File: config.mk
export PLATFORM = sky130hd
export DESIGN_NAME = acc_logic_unit
export DESIGN_NICKNAME = d
export VERILOG_FILES = /design/src/rtl/acc_pkg.sv /design/src/rtl/acc_status.sv /design/src/rtl/acc_bitwise.sv /design/src/rtl/acc_rotate.sv /design/src/rtl/acc_logic_unit.sv
export SDC_FILE = /design/constraint.sdc
export NUM_CORES = 1
export LEC_CHECK = 0
export ABC_CLOCK_PERIOD_IN_PS = 3400
export BUFFER_PORTS_ARGS = -buffer_cell sky130_fd_sc_hd__buf_2
export CORE_MARGIN = 2
export CORE_UTILIZATION = 45
export DETAILED_ROUTE_END_ITERATION = 10
export PLACE_DENSITY = 0.69
export SETUP_SLACK_MARGIN = 0.05
export SLEW_MARGIN = 25
export SYNTH_ARGS = -nofsm -noshare
export SYNTH_HDL_FRONTEND = slang
export SYNTH_HIERARCHICAL = 1
export SYNTH_SLANG_ARGS = --single-unit
File: constraint.sdc
create_clock -name clk -period 3.4 [get_ports clk]
set_clock_uncertainty 0.2 [all_clocks]
set_input_delay 0.17 -clock clk [delete_from_list [all_inputs] [get_ports clk]]
set_output_delay 0.17 -clock clk [all_outputs]
set_load 0.01 [all_outputs]
File: src/rtl/acc_pkg.sv
package acc_pkg;

    localparam int unsigned ACC_W = 8;
    localparam int unsigned NIB_W = 4;
    localparam int unsigned OP_W  = 4;

    typedef enum logic [OP_W-1:0] {
        OP_AND  = 4'd0,
        OP_OR   = 4'd1,
        OP_XOR  = 4'd2,
        OP_CMP  = 4'd3,
        OP_CPLA = 4'd4,
        OP_CPLC = 4'd5,
        OP_SETC = 4'd6,
        OP_ROLC = 4'd7,
        OP_RORC = 4'd8,
        OP_ROLT = 4'd9,
        OP_RORT = 4'd10
    } op_e;

    typedef struct packed {
        logic s;
        logic z;
        logic ac;
        logic p;
        logic cy;
    } flags_t;

    function automatic logic is_bitwise(op_e op);
        return (op == OP_AND) || (op == OP_OR) || (op == OP_XOR);
    endfunction

    function automatic logic is_rotate(op_e op);
        return (op == OP_ROLC) || (op == OP_RORC) ||
               (op == OP_ROLT) || (op == OP_RORT);
    endfunction

endpackage

File: src/rtl/acc_status.sv
module acc_status #(
    parameter int unsigned W = acc_pkg::ACC_W
) (
    input  logic [W-1:0] val_i,
    output logic         sgn_o,
    output logic         zero_o,
    output logic         par_o
);
    assign sgn_o  = val_i[W-1];
    assign zero_o = (val_i == '0);
    assign par_o  = ~(^val_i);
endmodule

File: src/rtl/acc_bitwise.sv
module acc_bitwise
    import acc_pkg::*;
#(
    parameter int unsigned W   = ACC_W,
    parameter int unsigned NIB = NIB_W
) (
    input  op_e          op_i,
    input  logic [W-1:0] a_i,
    input  logic [W-1:0] b_i,
    output logic [W-1:0] res_o,
    output logic [W-1:0] diff_o,
    output logic         borrow_o,
    output logic         nib_borrow_o
);
    logic [W:0] wide;

    always_comb begin
        case (op_i)
            OP_AND:  res_o = a_i & b_i;
            OP_OR:   res_o = a_i | b_i;
            OP_XOR:  res_o = a_i ^ b_i;
            default: res_o = '0;
        endcase
    end

    assign wide         = {1'b0, a_i} - {1'b0, b_i};
    assign diff_o       = wide[W-1:0];
    assign borrow_o     = wide[W];
    assign nib_borrow_o = (a_i[NIB-1:0] < b_i[NIB-1:0]);
endmodule

File: src/rtl/acc_rotate.sv
module acc_rotate
    import acc_pkg::*;
#(
    parameter int unsigned W = ACC_W
) (
    input  op_e          op_i,
    input  logic [W-1:0] a_i,
    input  logic         cy_i,
    output logic [W-1:0] res_o,
    output logic         cy_o
);
    always_comb begin
        case (op_i)
            OP_ROLC: begin
                res_o = {a_i[W-2:0], a_i[W-1]};
                cy_o  = a_i[W-1];
            end
            OP_RORC: begin
                res_o = {a_i[0], a_i[W-1:1]};
                cy_o  = a_i[0];
            end
            OP_ROLT: begin
                res_o = {a_i[W-2:0], cy_i};
                cy_o  = a_i[W-1];
            end
            OP_RORT: begin
                res_o = {cy_i, a_i[W-1:1]};
                cy_o  = a_i[0];
            end
            default: begin
                res_o = a_i;
                cy_o  = cy_i;
            end
        endcase
    end
endmodule

File: src/rtl/acc_logic_unit.sv
module acc_logic_unit
    import acc_pkg::*;
#(
    parameter int unsigned W = ACC_W
) (
    input  logic            clk,
    input  logic            rst,
    input  logic [OP_W-1:0] op_i,
    input  logic [W-1:0]    opnd_i,
    input  logic            valid_i,
    output logic [W-1:0]    acc_o,
    output logic            flag_s_o,
    output logic            flag_z_o,
    output logic            flag_ac_o,
    output logic            flag_p_o,
    output logic            flag_cy_o,
    output logic            done_o
);
    op_e          opc;
    logic [W-1:0] acc_q, acc_d;
    flags_t       fl_q, fl_d;
    logic         done_q;

    logic [W-1:0] bw_res, cmp_diff, rot_res, stat_val;
    logic         cmp_borrow, cmp_nib, rot_cy;
    logic         st_s, st_z, st_p;

    assign opc = op_e'(op_i);

    acc_bitwise #(.W(W)) u_bitwise (
        .op_i         (opc),
        .a_i          (acc_q),
        .b_i          (opnd_i),
        .res_o        (bw_res),
        .diff_o       (cmp_diff),
        .borrow_o     (cmp_borrow),
        .nib_borrow_o (cmp_nib)
    );

    acc_rotate #(.W(W)) u_rotate (
        .op_i  (opc),
        .a_i   (acc_q),
        .cy_i  (fl_q.cy),
        .res_o (rot_res),
        .cy_o  (rot_cy)
    );

    assign stat_val = (opc == OP_CMP) ? cmp_diff : bw_res;

    acc_status #(.W(W)) u_status (
        .val_i  (stat_val),
        .sgn_o  (st_s),
        .zero_o (st_z),
        .par_o  (st_p)
    );

    always_comb begin
        acc_d = acc_q;
        fl_d  = fl_q;
        if (is_bitwise(opc)) begin
            acc_d = bw_res;
            fl_d  = '{s: st_s, z: st_z, ac: (opc == OP_AND), p: st_p, cy: 1'b0};
        end else if (is_rotate(opc)) begin
            acc_d   = rot_res;
            fl_d.cy = rot_cy;
        end else begin
            case (opc)
                OP_CMP:  fl_d = '{s: st_s, z: st_z, ac: cmp_nib, p: st_p, cy: cmp_borrow};
                OP_CPLA: acc_d = ~acc_q;
                OP_CPLC: fl_d.cy = ~fl_q.cy;
                OP_SETC: fl_d.cy = 1'b1;
                default: ;
            endcase
        end
    end

    always_ff @(posedge clk) begin
        if (rst) begin
            acc_q  <= '0;
            fl_q   <= '0;
            done_q <= 1'b0;
        end else begin
            done_q <= valid_i;
            if (valid_i) begin
                acc_q <= acc_d;
                fl_q  <= fl_d;
            end
        end
    end

    assign acc_o     = acc_q;
    assign flag_s_o  = fl_q.s;
    assign flag_z_o  = fl_q.z;
    assign flag_ac_o = fl_q.ac;
    assign flag_p_o  = fl_q.p;
    assign flag_cy_o = fl_q.cy;
    assign done_o    = done_q;
endmodule

==> results_dict.tcl, run 1 <==
set metrics [dict create \
    status "finished, final reports clean" \
    fp-row-count 25 \
    dieArea_sq_um 5584 \
    min_period_over_period_pct 92.69 \
    clk_pin_slew_ns 0.08 \
    power.total_mw 0.6792 \
    ant_nets 0 \
    ctsHoldBuffers 0 \
    wl_per_cell_microns 16.90 \
    synth-seq-cells 14 \
    vias 2159 \
    synth.avg_cell_area_sq_um 8.430 \
    first_global_vias 1959 \
    io_pins 29 \
    slew_headroom_pct 54.06 \
    ir_drop_uv 153.4 \
    cts_buffers 3 \
    crit_required_ns 3.33 \
    yosys.area_share.xor_xnor_pct 2.724 \
    synth_area_sq_um 2251 \
    postLayoutCellArea_sq_um 2546 \
    firstDrtPassIters 5 \
    yosysSeqAreaShare_pct 12.45 \
    worstPathBufferInverterCount 2 \
    die_x_microns 74.73 \
    drv_cap 0 \
    drt_first_iter_violations 155 \
    cts-root-buf "clkbuf_8" \
    mappedNetlistNets 311 \
    clock_path_buffers 2 \
    cp_max_fo 9 \
    worstPathCellList "inv_1, ha_1, nor3_2, o31ai_1, mux2i_1, o2111ai_1, mux2_2, inv_1, ha_1, xnor2_1, xnor2_1, mux2i_1, nor2_1" \
    drc_errors 0 \
    postPlaceCellArea_sq_um 2491 \
    synth-simple-area-share_pct 23.90 \
    yosys.area_share.adder_pct 16.45 \
    cts_setup_buffers 0 \
    clock-sinks 14 \
    vias_per_cell 5.899 \
    antennaDiodeCount 0 \
    worst_setup_path_start_kind "flop" \
    rsz0062_at_grt "false" \
    initial_core_util_pct 47.03 \
    drv_slew 0 \
    reg2reg_slack_ns 0.25 \
    synth.area.mux_share_pct 12.12 \
    netlist_instances 267 \
    synth_compound_area_share_pct 23.57 \
    yosys_warnings 6 \
    async_flop_share_pct 0 \
    clkLatencyLatePin_ns 0.25 \
    post-place-ws_ns 0.3193 \
    power.density_nw_per_um2 266.8 \
    globalRouteTotalUtil_pct 23.40 \
    overflow 0 \
    synth_edf_count 0 \
    routed_wl_microns 6185 \
    worstMarginPinSlew_ns 0.6853 \
    coreArea_sq_um 4786 \
    fmax_ghz 0.3173 \
    final_hold_viol_count 0 \
    report.final.setup_viol 0 \
    grt_first_pass_wirelength_microns 10010 \
    drive_above_1_share_pct 27.76 \
    die_h_microns 74.73 \
    slowest_delay_ns 0.54 \
    hold_path_class "in2reg" \
    slowest_stage "dfxtp_1" \
    dpl.hpwl_microns 4677 \
    fin_tns_setup_ns 0 \
    power.leakage_nw 1.109 \
    grt_max_degree 20 \
    worst_slack_ns 0.2485 \
    cts_tree "done" \
    cp-end-kind "flop" \
    htree_levels 1 \
    port_buffers 28 \
    antenna_found_initial 0 \
    synth_top_family_by_area "simple AND/OR/NAND/NOR gates" \
    fin_crit_ns 3.152 \
    synth.distinct_cells 55 \
    crit_family "adder cells" \
    cts-resized-gates 0 \
    ys_dominant_reg_cell "dfxtp_1" \
    place_congestion 0.8692 \
    final_nets 344 \
    area_growth_pct 13.12 \
    crit_type "reg2reg" \
    cp.arrival_ns 3.08 \
]
cell usage after synthesis, types with 8 or more instances:
library cell	number	share of area [%]
nor2_1	16	2.7
dfxtp_1	14	12
ha_1	28	16
a311oi_1	8	3.1
nor2b_1	13	3.6
mux2_2	8	4.0
inv_1	31	5.2
a221o_1	15	6.7
o21ai_0	8	1.8
a21oi_1	11	2.4
nand2_1	20	3.3
per-stage QoR:
stage / instances / util, % / hold WS, ns
after floorplan: 267 / - / 0.04214
after global placement: 362 / 52.05 / 0.2802
after detailed placement: 362 / 52.05 / 0.2939
after CTS: 366 / 53.20 / 0.06512
after global routing: 366 / 53.20 / 0.06611
final: 366 / 53.20 / 0.06426
cell families after synthesis:
kind of cell / Yosys count
fa+ha+maj: 29
buf+inv: 44
simple gates: 89
xor+xnor: 7
compound gates: 64
flops: 14
mux: 20
power by group:
| group | switching [mW] | total, mW | internal, mW | leakage (nW) |
|---|---|---|---|---|
| sequential | 0.0109 | 0.187 | 0.176 | 0.115 |
| combinational | 0.177 | 0.316 | 0.139 | 0.965 |
| clock | 0.0735 | 0.176 | 0.103 | 0.0288 |
layout by cell type (no fill, tap or decap), types with 2 or more instances in the layout:
master	n
a21o_1	5
a21oi_1	11
a21oi_2	2
a221o_1	15
a311oi_1	8
and2_2	7
and3_1	2
buf_2	28
buf_4	13
clkbuf_8	4
dfxtp_1	14
ha_1	28
inv_1	31
mux2_2	8
mux2i_1	7
mux4_2	5
nand2_1	20
nand3_1	3
nand3b_1	3
nor2_1	16
nor2b_1	13
nor3_1	7
nor3_2	2
nor3b_1	2
nor3b_2	3
nor4b_2	2
o21ai_0	8
o31ai_1	2
xnor2_1	5
xor2_1	2
per-layer routing:
metal | vias up | global-route usage [%] | wire length, microns | share of wire (%)
met5 | - | 0 | 0 | 0
met4 | 0 | 6.151 | 144 | 2.3
met3 | 11 | 2.142 | 318 | 5.1
met2 | 78 | 37.27 | 2899 | 47
met1 | 1036 | 34.01 | 2822 | 46
li1 | 1034 | - | - | -
final cells by class:
class,count,area (sq um)
clock buffer,4,55.05
fill,460,2240
sequential,14,280.3
tap,67,83.83
timing repair buffer,41,237.7
inverter,31,116.4
multi-input combinational,209,1773
flip-flops by register name (all words and copies together) (netlist names):
name / count
flag_z_o: 1
flag_s_o: 1
flag_ac_o: 1
acc_o: 8
done_o: 1
flag_cy_o: 1
flag_p_o: 1
worst paths after layout:
| kind | cells after the start | endpoint | startpoint |
|---|---|---|---|
| worst max-delay path | 13 | flag_p_o$_SDFFE_PP0P_ | acc_o[3]$_SDFFE_PP0P_ |
| worst min-delay path | 2 | flag_s_o$_SDFFE_PP0P_ | rst |
| worst max register to register | 13 | flag_p_o$_SDFFE_PP0P_ | acc_o[3]$_SDFFE_PP0P_ |
| worst min register to register | 2 | flag_ac_o$_SDFFE_PP0P_ | flag_ac_o$_SDFFE_PP0P_ |
No activity file was read; power rests on OpenSTA's default activity.
==> run 2, diff against run 1 <==
--- a/config.mk
+++ b/config.mk
@@ -8,9 +8,9 @@
 export ABC_CLOCK_PERIOD_IN_PS = 3400
 export BUFFER_PORTS_ARGS = -buffer_cell sky130_fd_sc_hd__buf_2
 export CORE_MARGIN = 2
-export CORE_UTILIZATION = 45
+export CORE_UTILIZATION = 31
 export DETAILED_ROUTE_END_ITERATION = 10
-export PLACE_DENSITY = 0.69
+export PLACE_DENSITY = 0.52
 export SETUP_SLACK_MARGIN = 0.05
 export SLEW_MARGIN = 25
 export SYNTH_ARGS = -nofsm -noshare
==> results_dict.tcl, run 2 (synthesized netlist as in run 1, its figures left out) <==
set metrics [dict create \
    fin_tns_setup_ns 0 \
    final_hold_viol_count 0 \
    worstPathCellList "inv_1, ha_1, nor3_2, o31ai_1, mux2i_1, o2111ai_1, mux2_2, inv_1, ha_1, xnor2_1, xnor2_1, mux2i_1, nor2_1" \
    cts_setup_buffers 0 \
    worstMarginPinSlew_ns 0.6150 \
    ir_drop_uv 95.32 \
    drv_cap 0 \
    coreArea_sq_um 7137 \
    post-place-ws_ns 0.4182 \
    cp-end-kind "flop" \
    io_pins 29 \
    hold_path_class "in2reg" \
    slew_headroom_pct 58.77 \
    final_nets 342 \
    worst_setup_path_start_kind "flop" \
    drc_errors 0 \
    cts-resized-gates 0 \
    clock_path_buffers 2 \
    place_congestion 0.8844 \
    grt_max_degree 28 \
    fp-row-count 31 \
    fin_cells 395 \
    power.leakage_nw 1.091 \
    dieArea_sq_um 7958 \
    fillCellCount 787 \
    grt_first_pass_wirelength_microns 10250 \
    crit_required_ns 3.33 \
    drive_above_1_share_pct 27.03 \
    vias 2104 \
    mostFrequentLayoutCells "31 x inv_1, 28 x buf_2, 28 x ha_1, 20 x nand2_1, 16 x nor2_1" \
    first_global_vias 1955 \
    antennaDiodeCount 0 \
    ant_nets 0 \
    routed_wl_microns 6373 \
    globalRouteTotalUtil_pct 16.43 \
    status "finished, final reports clean" \
    clock-sinks 14 \
    cts-root-buf "clkbuf_8" \
    clkLatencyLatePin_ns 0.24 \
    drv_slew 0 \
    cp_max_fo 9 \
    dpl.hpwl_microns 4820 \
    die_h_microns 89.21 \
    area_growth_pct 13.62 \
    ctsHoldBuffers 0 \
    largest_reg_flops 8 \
    worst_slack_ns 0.4158 \
    port_buffers 28 \
    htree_levels 1 \
    initial_core_util_pct 31.54 \
    final_common_cell "inv_1" \
    firstDrtPassIters 5 \
    cts_tree "done" \
    die_x_microns 89.21 \
    drt_first_iter_violations 192 \
    power.density_nw_per_um2 250.9 \
    rsz0062_at_grt "false" \
    report.final.setup_viol 0 \
    cp.arrival_ns 2.91 \
    fin_crit_ns 2.984 \
    dpl.cell_count 392 \
    clk_pin_slew_ns 0.06 \
    antenna_found_initial 0 \
    crit_type "reg2reg" \
    fmax_ghz 0.3351 \
    slowest_stage "dfxtp_1" \
    postPlaceCellArea_sq_um 2516 \
    slowest_delay_ns 0.50 \
    vias_per_cell 5.327 \
    cts_buffers 3 \
    min_period_over_period_pct 87.77 \
    overflow 0 \
    postLayoutCellArea_sq_um 2557 \
    wl_per_cell_microns 16.13 \
]
[run 2: power breakdown]
group          total (mW)  internal [mW]  leakage (nW)  switching (mW)
Combinational       0.313          0.137         0.955           0.176
Clock               0.142         0.0784        0.0216          0.0632
Sequential          0.187          0.176         0.115          0.0113
Total               0.642          0.391          1.09           0.250
[run 2: layout make-up]
| class | count | area [sq um] | area share (%) |
|---|---|---|---|
| repair buffers | 39 | 222.7 | 8.708 |
| multi-input cells | 209 | 1773 | 69.32 |
| flip-flops and latches | 14 | 280.3 | 10.96 |
| clock buffers | 3 | 41.29 | 1.614 |
| well taps | 99 | 123.9 | 4.843 |
| inverters | 31 | 116.4 | 4.550 |
[run 2: per-layer routing]
layer  vias up  global-route usage [%]  share of wire [%]
li1       1035                       -                  -
met1       995                   23.23                 47
met2        70                   27.21                 47
met3         4                   1.939                5.2
met4         0                   2.849               0.64
met5         -                       0                  0
[run 2: stage by stage]
stage	hold WS, ns	utilization [%]	power, mW
6_report	0.08357	35.83	0.6418
4_1_cts	0.07317	35.83	0.6473
3_3_place_gp	0.2778	35.26	0.5009
3_5_place_dp	0.2890	35.26	0.5022
5_1_grt	0.09311	35.83	0.6901
2_1_floorplan	0.04214	-	0.4134
[run 2: final timing paths]
path,from,endpoint,slack [ns],cells past startpoint
setup / recovery,acc_o[3]$_SDFFE_PP0P_,flag_p_o$_SDFFE_PP0P_,0.42,13
setup reg to reg,acc_o[3]$_SDFFE_PP0P_,flag_p_o$_SDFFE_PP0P_,0.42,13
hold reg to reg,flag_z_o$_SDFFE_PP0P_,flag_z_o$_SDFFE_PP0P_,0.30,2
hold / removal,rst,flag_p_o$_SDFFE_PP0P_,0.08,2
[run 2: critical path: cells and delay by family, from the launching register on]
kind                       cells  cell delay [ns]
xor gates and xnor gates       2             0.28
DFF                            1             0.50
muxes                          3             0.60
adders and majority gates      2             0.58
AOI/OAI and AO/OA              2             0.29
buffers and inverters          2             0.14
and+or+nand+nor                2             0.28
==> run 3, diff against run 2 <==
--- a/config.mk
+++ b/config.mk
@@ -11,6 +11,7 @@
 export CORE_UTILIZATION = 31
 export DETAILED_ROUTE_END_ITERATION = 10
 export PLACE_DENSITY = 0.52
+export RECOVER_POWER = 50
 export SETUP_SLACK_MARGIN = 0.05
 export SLEW_MARGIN = 25
 export SYNTH_ARGS = -nofsm -noshare
==> results_dict.tcl, run 3 (synthesized netlist as in run 1, its figures left out) <==
set metrics [dict create \
    wl_per_cell_microns 16.01 \
    power.total_mw 0.6361 \
    worst_setup_path_start_kind "flop" \
    clock_path_buffers 2 \
    io_pins 29 \
    slew_headroom_pct 52.36 \
    htree_levels 1 \
    firstDrtPassIters 4 \
    grt_first_pass_wirelength_microns 10250 \
    overflow 0 \
    cts_tree "done" \
    multiInputGateArea_sq_um 1773 \
    worstMarginPinSlew_ns 0.7146 \
    routed_wl_microns 6322 \
    min_period_over_period_pct 89.58 \
    crit_path_start "acc_o[1]$_SDFFE_PP0P_" \
    hold_path_class "in2reg" \
    worstHoldPathCells 2 \
    first_global_vias 1955 \
    final_hold_viol_count 0 \
    clk_pin_slew_ns 0.06 \
    mostFrequentLayoutCells "31 x inv_1, 28 x ha_1, 20 x nand2_1, 20 x buf_2, 16 x nor2_1" \
    clkLatencyLatePin_ns 0.25 \
    drv_cap 0 \
    grt_max_degree 28 \
    globalRouteTotalUtil_pct 16.43 \
    ant_nets 0 \
    seq_area_sq_um 280.3 \
    cts_setup_buffers 0 \
    cts-root-buf "clkbuf_8" \
    postLayoutCellArea_sq_um 2529 \
    utilization_pct 35.43 \
    final_nets 342 \
    report.final.setup_viol 0 \
    status "finished, final reports clean" \
    ir_drop_uv 94.50 \
    clock-sinks 14 \
    drt_first_iter_violations 208 \
    cts_buffers 3 \
    die_x_microns 89.21 \
    worstHoldStart "valid_i" \
    coreArea_sq_um 7137 \
    timing.rr.start "acc_o[1]$_SDFFE_PP0P_" \
    crit_type "reg2reg" \
    ctsHoldBuffers 0 \
    antennaDiodeCount 0 \
    cp.arrival_ns 2.96 \
    reg2regPathDepth 13 \
    fin_tns_setup_ns 0 \
    cp_max_fo 9 \
    die_h_microns 89.21 \
    drv_slew 0 \
    dpl.hpwl_microns 4820 \
    dieArea_sq_um 7958 \
    cp-end-kind "flop" \
    vias_per_cell 5.256 \
    area_growth_pct 12.34 \
    power.density_nw_per_um2 251.6 \
    initial_core_util_pct 31.54 \
    largest_reg_flops 8 \
    rsz0062_at_grt "false" \
    cts-resized-gates 0 \
    power.leakage_nw 1.040 \
    drive_above_1_share_pct 22.64 \
    port_buffers 28 \
    fmax_ghz 0.3283 \
    vias 2076 \
    fp-row-count 31 \
    antenna_found_initial 0 \
    crit_required_ns 3.31 \
    fillCellCount 796 \
    postPlaceCellArea_sq_um 2516 \
    fin_crit_ns 3.046 \
    drc_errors 0 \
    final_common_cell "inv_1" \
    place_congestion 0.8844 \
]
run 3: worst paths after layout:
path | end | slack (ns)
setup / recovery | flag_p_o$_SDFFE_PP0P_ | 0.35
hold / removal | acc_o[1]$_SDFFE_PP0P_ | 0.1
setup reg to reg | flag_p_o$_SDFFE_PP0P_ | 0.35
hold reg to reg | flag_ac_o$_SDFFE_PP0P_ | 0.30
run 3: layer usage:
layer | global-route usage [%] | vias up | part of all wire (%)
met5 | 0 | - | 0
met4 | 2.849 | 0 | 0.59
met3 | 1.939 | 4 | 4.2
met2 | 27.21 | 50 | 47
met1 | 23.23 | 989 | 48
li1 | - | 1033 | -
run 3: final cells by class:
type,instances,area share [%]
well taps,99,4.899
repair buffers,39,7.669
multi-input cells,209,70.11
flip-flops and latches,14,11.08
inverters,31,4.602
clock buffers,3,1.633
run 3: power by group:
group / switching, mW / internal [mW] / total, mW
clock: 0.0636 / 0.0785 / 0.142
combinational: 0.175 / 0.131 / 0.307
sequential: 0.0113 / 0.176 / 0.187
total: 0.250 / 0.386 / 0.636
run 3: critical path: stages, from the launching register on:
cell and delay, ns:
dfxtp_1 0.31, clkbuf_1 0.26, ha_1 0.29, nor2b_1 0.14, o31ai_1 0.33, mux2i_1 0.23, o2111ai_1 0.13, mux2_2 0.30
inv_1 0.06, ha_1 0.22, xnor2_1 0.19, xnor2_1 0.09, mux2i_1 0.13, nor2_1 0.05
run 3: per-stage QoR:
stage	setup slack, ns	hold slack [ns]	std cells
2_1_floorplan	0.3964	0.04214	267
3_3_place_gp	0.4296	0.2778	392
3_5_place_dp	0.4182	0.2890	392
4_1_cts	0.4060	0.07317	395
5_1_grt	0.1346	0.09436	395
6_report	0.3544	0.09910	395
